[src/rtl/tt_pkg.sv]
package tt_pkg;

   typedef enum logic [1:0] {
      MODE_IDLE    = 2'b00,
      MODE_TIMER   = 2'b01,
      MODE_CARRIER = 2'b10,
      MODE_TONE    = 2'b11
   } tt_mode_e;

   localparam logic [1:0] ADDR_CLKSEL = 2'd0;
   localparam logic [1:0] ADDR_RELOAD = 2'd1;
   localparam logic [1:0] ADDR_CTRL   = 2'd2;

   localparam int CTRL_POL_BIT = 2;

endpackage

[src/rtl/tt_regs.sv]
module tt_regs
   import tt_pkg::*;
#(
   parameter int DATA_W      = 8,
   parameter int CNT_W       = 8,
   parameter int SEL_W       = 3,
   parameter bit HAS_CARRIER = 1'b1
) (
   input  logic              clk,
   input  logic              rst_n,
   input  logic              wr_en,
   input  logic [1:0]        wr_addr,
   input  logic [DATA_W-1:0] wr_data,
   output logic [SEL_W-1:0]  clk_sel,
   output logic [CNT_W-1:0]  reload,
   output tt_mode_e          mode,
   output logic              carrier_pol,
   output logic              restart
);

   logic     ctrl_wr;
   tt_mode_e wr_mode;

   assign ctrl_wr = wr_en && (wr_addr == ADDR_CTRL);

   // mode decode; the carrier code collapses to idle when the variant lacks it
   always_comb begin
      unique case (wr_data[1:0])
         2'b01:   wr_mode = MODE_TIMER;
         2'b11:   wr_mode = MODE_TONE;
         2'b10:   wr_mode = HAS_CARRIER ? MODE_CARRIER : MODE_IDLE;
         default: wr_mode = MODE_IDLE;
      endcase
   end

   assign restart = ctrl_wr && (wr_mode != mode);

   always_ff @(posedge clk) begin
      if (!rst_n) begin
         clk_sel     <= '0;
         reload      <= '1;
         mode        <= MODE_IDLE;
         carrier_pol <= 1'b0;
      end else if (wr_en) begin
         unique case (wr_addr)
            ADDR_CLKSEL: clk_sel <= wr_data[SEL_W-1:0];
            ADDR_RELOAD: reload  <= wr_data[CNT_W-1:0];
            ADDR_CTRL: begin
               mode        <= wr_mode;
               carrier_pol <= wr_data[CTRL_POL_BIT];
            end
            default: ;
         endcase
      end
   end

endmodule

[src/rtl/tt_prescaler.sv]
module tt_prescaler #(
   parameter int SEL_W = 3
) (
   input  logic             clk,
   input  logic             rst_n,
   input  logic             run,
   input  logic             restart,
   input  logic [SEL_W-1:0] sel,
   output logic             tick
);

   localparam int PRE_W = 1 << SEL_W;

   logic [PRE_W-1:0] pre_q;
   logic [PRE_W-1:0] mask;

   // low (sel+1) bits all ones marks the last clock of a 2^(sel+1) window
   always_comb begin
      for (int i = 0; i < PRE_W; i++) begin
         mask[i] = (i <= int'(sel));
      end
   end

   assign tick = run && ((pre_q & mask) == mask);

   always_ff @(posedge clk) begin
      if (!rst_n || !run || restart) begin
         pre_q <= '0;
      end else begin
         pre_q <= pre_q + 1'b1;
      end
   end

endmodule

[src/rtl/tt_counter.sv]
module tt_counter
   import tt_pkg::*;
#(
   parameter int CNT_W = 8
) (
   input  logic             clk,
   input  logic             rst_n,
   input  logic             tick,
   input  logic             restart,
   input  tt_mode_e         mode,
   input  logic [CNT_W-1:0] reload,
   output logic             irq,
   output logic             sq
);

   logic [CNT_W-1:0] cnt_q;
   logic             at_zero;
   logic             wave_mode;

   assign at_zero   = (cnt_q == '0);
   assign wave_mode = (mode == MODE_TONE) || (mode == MODE_CARRIER);

   always_ff @(posedge clk) begin
      if (!rst_n) begin
         cnt_q <= '1;
         sq    <= 1'b0;
         irq   <= 1'b0;
      end else if (restart) begin
         cnt_q <= reload;
         sq    <= 1'b0;
         irq   <= 1'b0;
      end else begin
         irq <= 1'b0;
         if (tick) begin
            if (at_zero) begin
               cnt_q <= reload;
               if (mode == MODE_TIMER) irq <= 1'b1;
               if (wave_mode)          sq  <= ~sq;
            end else begin
               cnt_q <= cnt_q - 1'b1;
            end
         end
      end
   end

endmodule

[src/rtl/tt_pin_mux.sv]
module tt_pin_mux
   import tt_pkg::*;
#(
   parameter bit HAS_CARRIER = 1'b1
) (
   input  tt_mode_e mode,
   input  logic     carrier_pol,
   input  logic     sq,
   input  logic     port_bit,
   output logic     pin
);

   generate
      if (HAS_CARRIER) begin : g_carrier
         logic gate_on;
         assign gate_on = (mode == MODE_CARRIER) && (port_bit == carrier_pol);
         assign pin     = gate_on ? sq : port_bit;
      end else begin : g_plain
         logic unused_ok;
         assign unused_ok = ^{mode, carrier_pol, sq};
         assign pin       = port_bit;
      end
   endgenerate

endmodule

[src/rtl/tone_timer_chan.sv]
module tone_timer_chan
   import tt_pkg::*;
#(
   parameter int DATA_W      = 8,
   parameter int CNT_W       = 8,
   parameter int SEL_W       = 3,
   parameter bit HAS_CARRIER = 1'b1
) (
   input  logic              clk,
   input  logic              rst_n,
   input  logic              wr_en,
   input  logic [1:0]        wr_addr,
   input  logic [DATA_W-1:0] wr_data,
   input  logic              port_bit_in,
   output logic              irq_pulse,
   output logic              tone_out,
   output logic              pin_out
);

   generate
      if (CNT_W < 2 || CNT_W > DATA_W) begin : g_bad_cnt
         $error("tone_timer_chan: CNT_W must lie in 2..DATA_W");
      end
      if (SEL_W < 1 || SEL_W > 4 || SEL_W > DATA_W) begin : g_bad_sel
         $error("tone_timer_chan: SEL_W must lie in 1..4");
      end
      if (DATA_W <= CTRL_POL_BIT) begin : g_bad_data
         $error("tone_timer_chan: DATA_W too narrow for the control fields");
      end
   endgenerate

   logic [SEL_W-1:0] clk_sel;
   logic [CNT_W-1:0] reload;
   tt_mode_e         mode_q;
   logic             carrier_pol;
   logic             restart;
   logic             tick;
   logic             sq_q;
   logic             run;

   tt_regs #(
      .DATA_W      (DATA_W),
      .CNT_W       (CNT_W),
      .SEL_W       (SEL_W),
      .HAS_CARRIER (HAS_CARRIER)
   ) u_regs (
      .clk         (clk),
      .rst_n       (rst_n),
      .wr_en       (wr_en),
      .wr_addr     (wr_addr),
      .wr_data     (wr_data),
      .clk_sel     (clk_sel),
      .reload      (reload),
      .mode        (mode_q),
      .carrier_pol (carrier_pol),
      .restart     (restart)
   );

   assign run = (mode_q != MODE_IDLE);

   tt_prescaler #(
      .SEL_W (SEL_W)
   ) u_pre (
      .clk     (clk),
      .rst_n   (rst_n),
      .run     (run),
      .restart (restart),
      .sel     (clk_sel),
      .tick    (tick)
   );

   tt_counter #(
      .CNT_W (CNT_W)
   ) u_cnt (
      .clk     (clk),
      .rst_n   (rst_n),
      .tick    (tick),
      .restart (restart),
      .mode    (mode_q),
      .reload  (reload),
      .irq     (irq_pulse),
      .sq      (sq_q)
   );

   tt_pin_mux #(
      .HAS_CARRIER (HAS_CARRIER)
   ) u_pin (
      .mode        (mode_q),
      .carrier_pol (carrier_pol),
      .sq          (sq_q),
      .port_bit    (port_bit_in),
      .pin         (pin_out)
   );

   assign tone_out = sq_q && (mode_q == MODE_TONE);

endmodule

[config.mk]
export PLATFORM = sky130hd
export DESIGN_NAME = tone_timer_chan
export DESIGN_NICKNAME = d
export VERILOG_FILES = /design/src/rtl/tt_pkg.sv /design/src/rtl/tt_regs.sv /design/src/rtl/tt_prescaler.sv /design/src/rtl/tt_counter.sv /design/src/rtl/tt_pin_mux.sv /design/src/rtl/tone_timer_chan.sv
export SDC_FILE = /design/constraint.sdc
export NUM_CORES = 1
export LEC_CHECK = 0
export BUFFER_PORTS_ARGS = -buffer_cell sky130_fd_sc_hd__buf_4
export CAP_MARGIN = 20
export CELL_PAD_IN_SITES_DETAIL_PLACEMENT = 0
export CELL_PAD_IN_SITES_GLOBAL_PLACEMENT = 1
export CORE_ASPECT_RATIO = 1.4
export CORE_MARGIN = 1
export CORE_UTILIZATION = 35
export CTS_CLUSTER_SIZE = 20
export DETAILED_ROUTE_END_ITERATION = 16
export PLACE_DENSITY_LB_ADDON = 0.1
export SLEW_MARGIN = 15
export SYNTH_ARGS = -nofsm -noshare
export SYNTH_HDL_FRONTEND = slang
export SYNTH_SLANG_ARGS = --single-unit
[constraint.sdc]
create_clock -name clk -period 2.1 [get_ports clk]
set_clock_uncertainty 0.15 [all_clocks]
set_input_delay 0.63 -clock clk [delete_from_list [all_inputs] [get_ports clk]]
set_output_delay 0.63 -clock clk [all_outputs]
set_load 0.1 [all_outputs]
==> metrics.txt <==
Die ar.=5130 um^2; status=finished, final reports clean; clock power share=44.6%; Clock Pin Slew Worst Setup and Hold Paths=0.07 ns; combinational share of power=11.5%; Post-synth EDFFs=0; max-cap viol count=0; number of synthesis warnings=0; CTS max path bufs=2; number of diodes=0; WHS Path Cells=2; synthesized instance count=197; Setup Viol. Count Final=0; Placed Cells=293; total CTS buffers=5; hold path start=u_regs.reload[6]; Mapped Nets=214; clk_lat worst skew=0.28 ns; Hold Vio Cnt, Final=0; Avg Inst Size Synth=8.61 um^2; RR Startpoint=u_cnt.cnt_q[0]; Slew @ Worst Pin=0.487 ns; Top Ports=17; Reg power frac=43.9%; setup bufs post-CTS=0; Yosys top cell area share=37.8%; area growth from synthesis to layout=30.3%; synthesized area=1700 um^2; WL final=4.62 mm; wire length per cell=15.3 um; Final Max Slew Viols=0; Leak=0.920 nW; global-route usage over all layers=20.0%; sw power=0.346 mW; flops & latches, synth=32; die height=84.4 um; Detail Route Antenna Nets=0; most frequent cells in the layout=buf_4, dfxtp_1, nand2_1; ys flop type=dfxtp_1; core box area=4610 um^2; vias in the first global route=1638; dominant cells by area after synthesis=dfxtp_1, nand2_1, nor2_1; Hold Path End=u_regs.reload[6]; port bufs=16; Rel. slew slack=67.5%; Final Cycle Share=96.7%; minimum clock period=2.03 ns; FMAX=492 MHz; crit path DAT=1.25 ns; post-synthesis sequential area ratio=37.8%; Distinct cells, synth=55; CP Capture Type=output pin; switching fraction of total power=23.5%; vias=1670; most common cell after layout, fill and taps aside=buf_4; H-tree lvl count=2; first-pass GRT wire length=7.69 mm; Non-Filler Instances=301; R2R depth=8; starting density of the core=36.8%; DR iter-0 viols=30; Nets=255; maximum number of pins on one net before global-route repair=18; Startpoint Class=flip-flop; initial antenna violation count=0; PD cells=666 nW/um^2; DRC viols=0; grt ovf=0; CTS Root Cell=clkbuf_8; gpl congestion=0.859; crit path kind=flip-flop to output pin; post-DP HPWL=3.45 mm; Crit path required time=1.32 ns; Sink Count=32; internal power=1.13 mW; R2R Path End=u_cnt.cnt_q[5]; Worst VDD drop=0.243 mV; TritonRoute pass-1 iters=4; Vias/cell=5.55; post-synth top area cell=dfxtp_1; Horiz. Die Dim=60.8 um; reg-to-reg setup timing slack=0.09 ns; asr flop ratio synth=0%; Final Util=47.9%; Core Rows=29; HP Class=flip-flop to flip-flop; share of cells above drive strength 1=28.0%; CTS tree=yes; CP Max Fanout=6
worst max path at each step:
stage / slack [ns] / from / to
2_1_floorplan: 0.07 / wr_addr[0] / u_cnt.cnt_q[2]
3_3_place_gp: 0.05 / wr_data[0] / u_cnt.cnt_q[1]
3_5_place_dp: -0.09 / wr_addr[0] / u_cnt.cnt_q[2]
4_1_cts: 0.02 / u_regs.mode[1] / pin_out
5_1_grt: -0.02 / u_cnt.cnt_q[0] / u_cnt.cnt_q[2]
6_report: 0.07 / u_regs.mode[0] / pin_out
what timing repair did:
action / CTS / global route
gates resized for setup: 5 / 9
pin swaps: 0 / 0
endpoints found under the setup margin: 2 / 6
hold buffers: 0 / 0
area by class of cell:
cell class                      count  area, um^2
Tap cell                           62        77.6
Timing Repair Buffer               41         337
Clock buffer                        7        96.3
Inverter                            5        18.8
Clock inverter                      1        30.0
Fill cell                         466        2400
Multi-Input combinational cell    153        1000
Sequential cell                    32         646
synthesized netlist by cell type (all sizes together), types with 2 or more instances:
cell     instances
a2111oi          2
nor3             3
mux2i            6
clkbuf           6
nor4             3
nand3           14
nand2           24
o31ai            3
or2              2
nand3b           4
a21oi           10
xor2             4
xnor2            4
nor3b            3
dfxtp           32
o311ai           2
a21boi           3
a21o             2
ha               3
o221ai           3
and3             3
o21ai            6
o22ai            2
nor2            24
inv              5
kinds of logic after synthesis:
family,after synthesis,synth area share [%]
AND/OR/NAND/NOR,88,26.9
adder cells (fa/ha/maj),3,2.21
flip-flops,32,37.8
buffers and inverters,12,4.50
XOR/XNOR,8,4.13
AO/OA/AOI/OAI,48,20.9
multiplexers,6,3.54
layer usage:
metal,global-route usage (%),up-vias,wire (um)
met4,10.1,0,167
met5,0,-,0
met2,34.4,46,2390
met1,22.7,798,1920
li1,-,811,-
met3,3.85,15,145
state kept, by name, indices dropped and copies added, names as in the netlist:
name / flops
u_regs.reload: 8
u_cnt.irq: 1
u_cnt.cnt_q: 8
u_regs.mode: 2
u_pre.pre_q: 8
u_cnt.sq: 1
u_regs.carrier_pol: 1
u_regs.clk_sel: 3
worst max-delay path, stage by stage, from the launching register on:
cell and delay, ns:
dfxtp_2 0.36, nand3b_1 0.20, a21oi_2 0.20, nor2_4 0.05, buf_12 0.16
metrics by stage:
step           setup TNS, ns  worst slack [ns]  hold WS, ns  cell area, um^2  total power, mW
2_1_floorplan              0            0.0665        0.285             1700            0.750
3_3_place_gp               0            0.0482        0.325             2040            0.820
3_5_place_dp         -0.0938           -0.0938        0.327             2040            0.823
4_1_cts                    0            0.0195        0.339             2180             1.49
5_1_grt              -0.0238           -0.0207        0.363             2210             1.54
6_report                   0            0.0694        0.333             2210             1.47
power groups by stage:
stage                     clock network [mW]  logic, mW  registers [mW]
after global placement                     0      0.161           0.659
after CTS                              0.674      0.166           0.646
final                                  0.657      0.169           0.646
after global routing                   0.700      0.188           0.648
after detailed placement                   0      0.164           0.659
after floorplan                            0     0.0960           0.654
(Power assumes the default switching activity.)
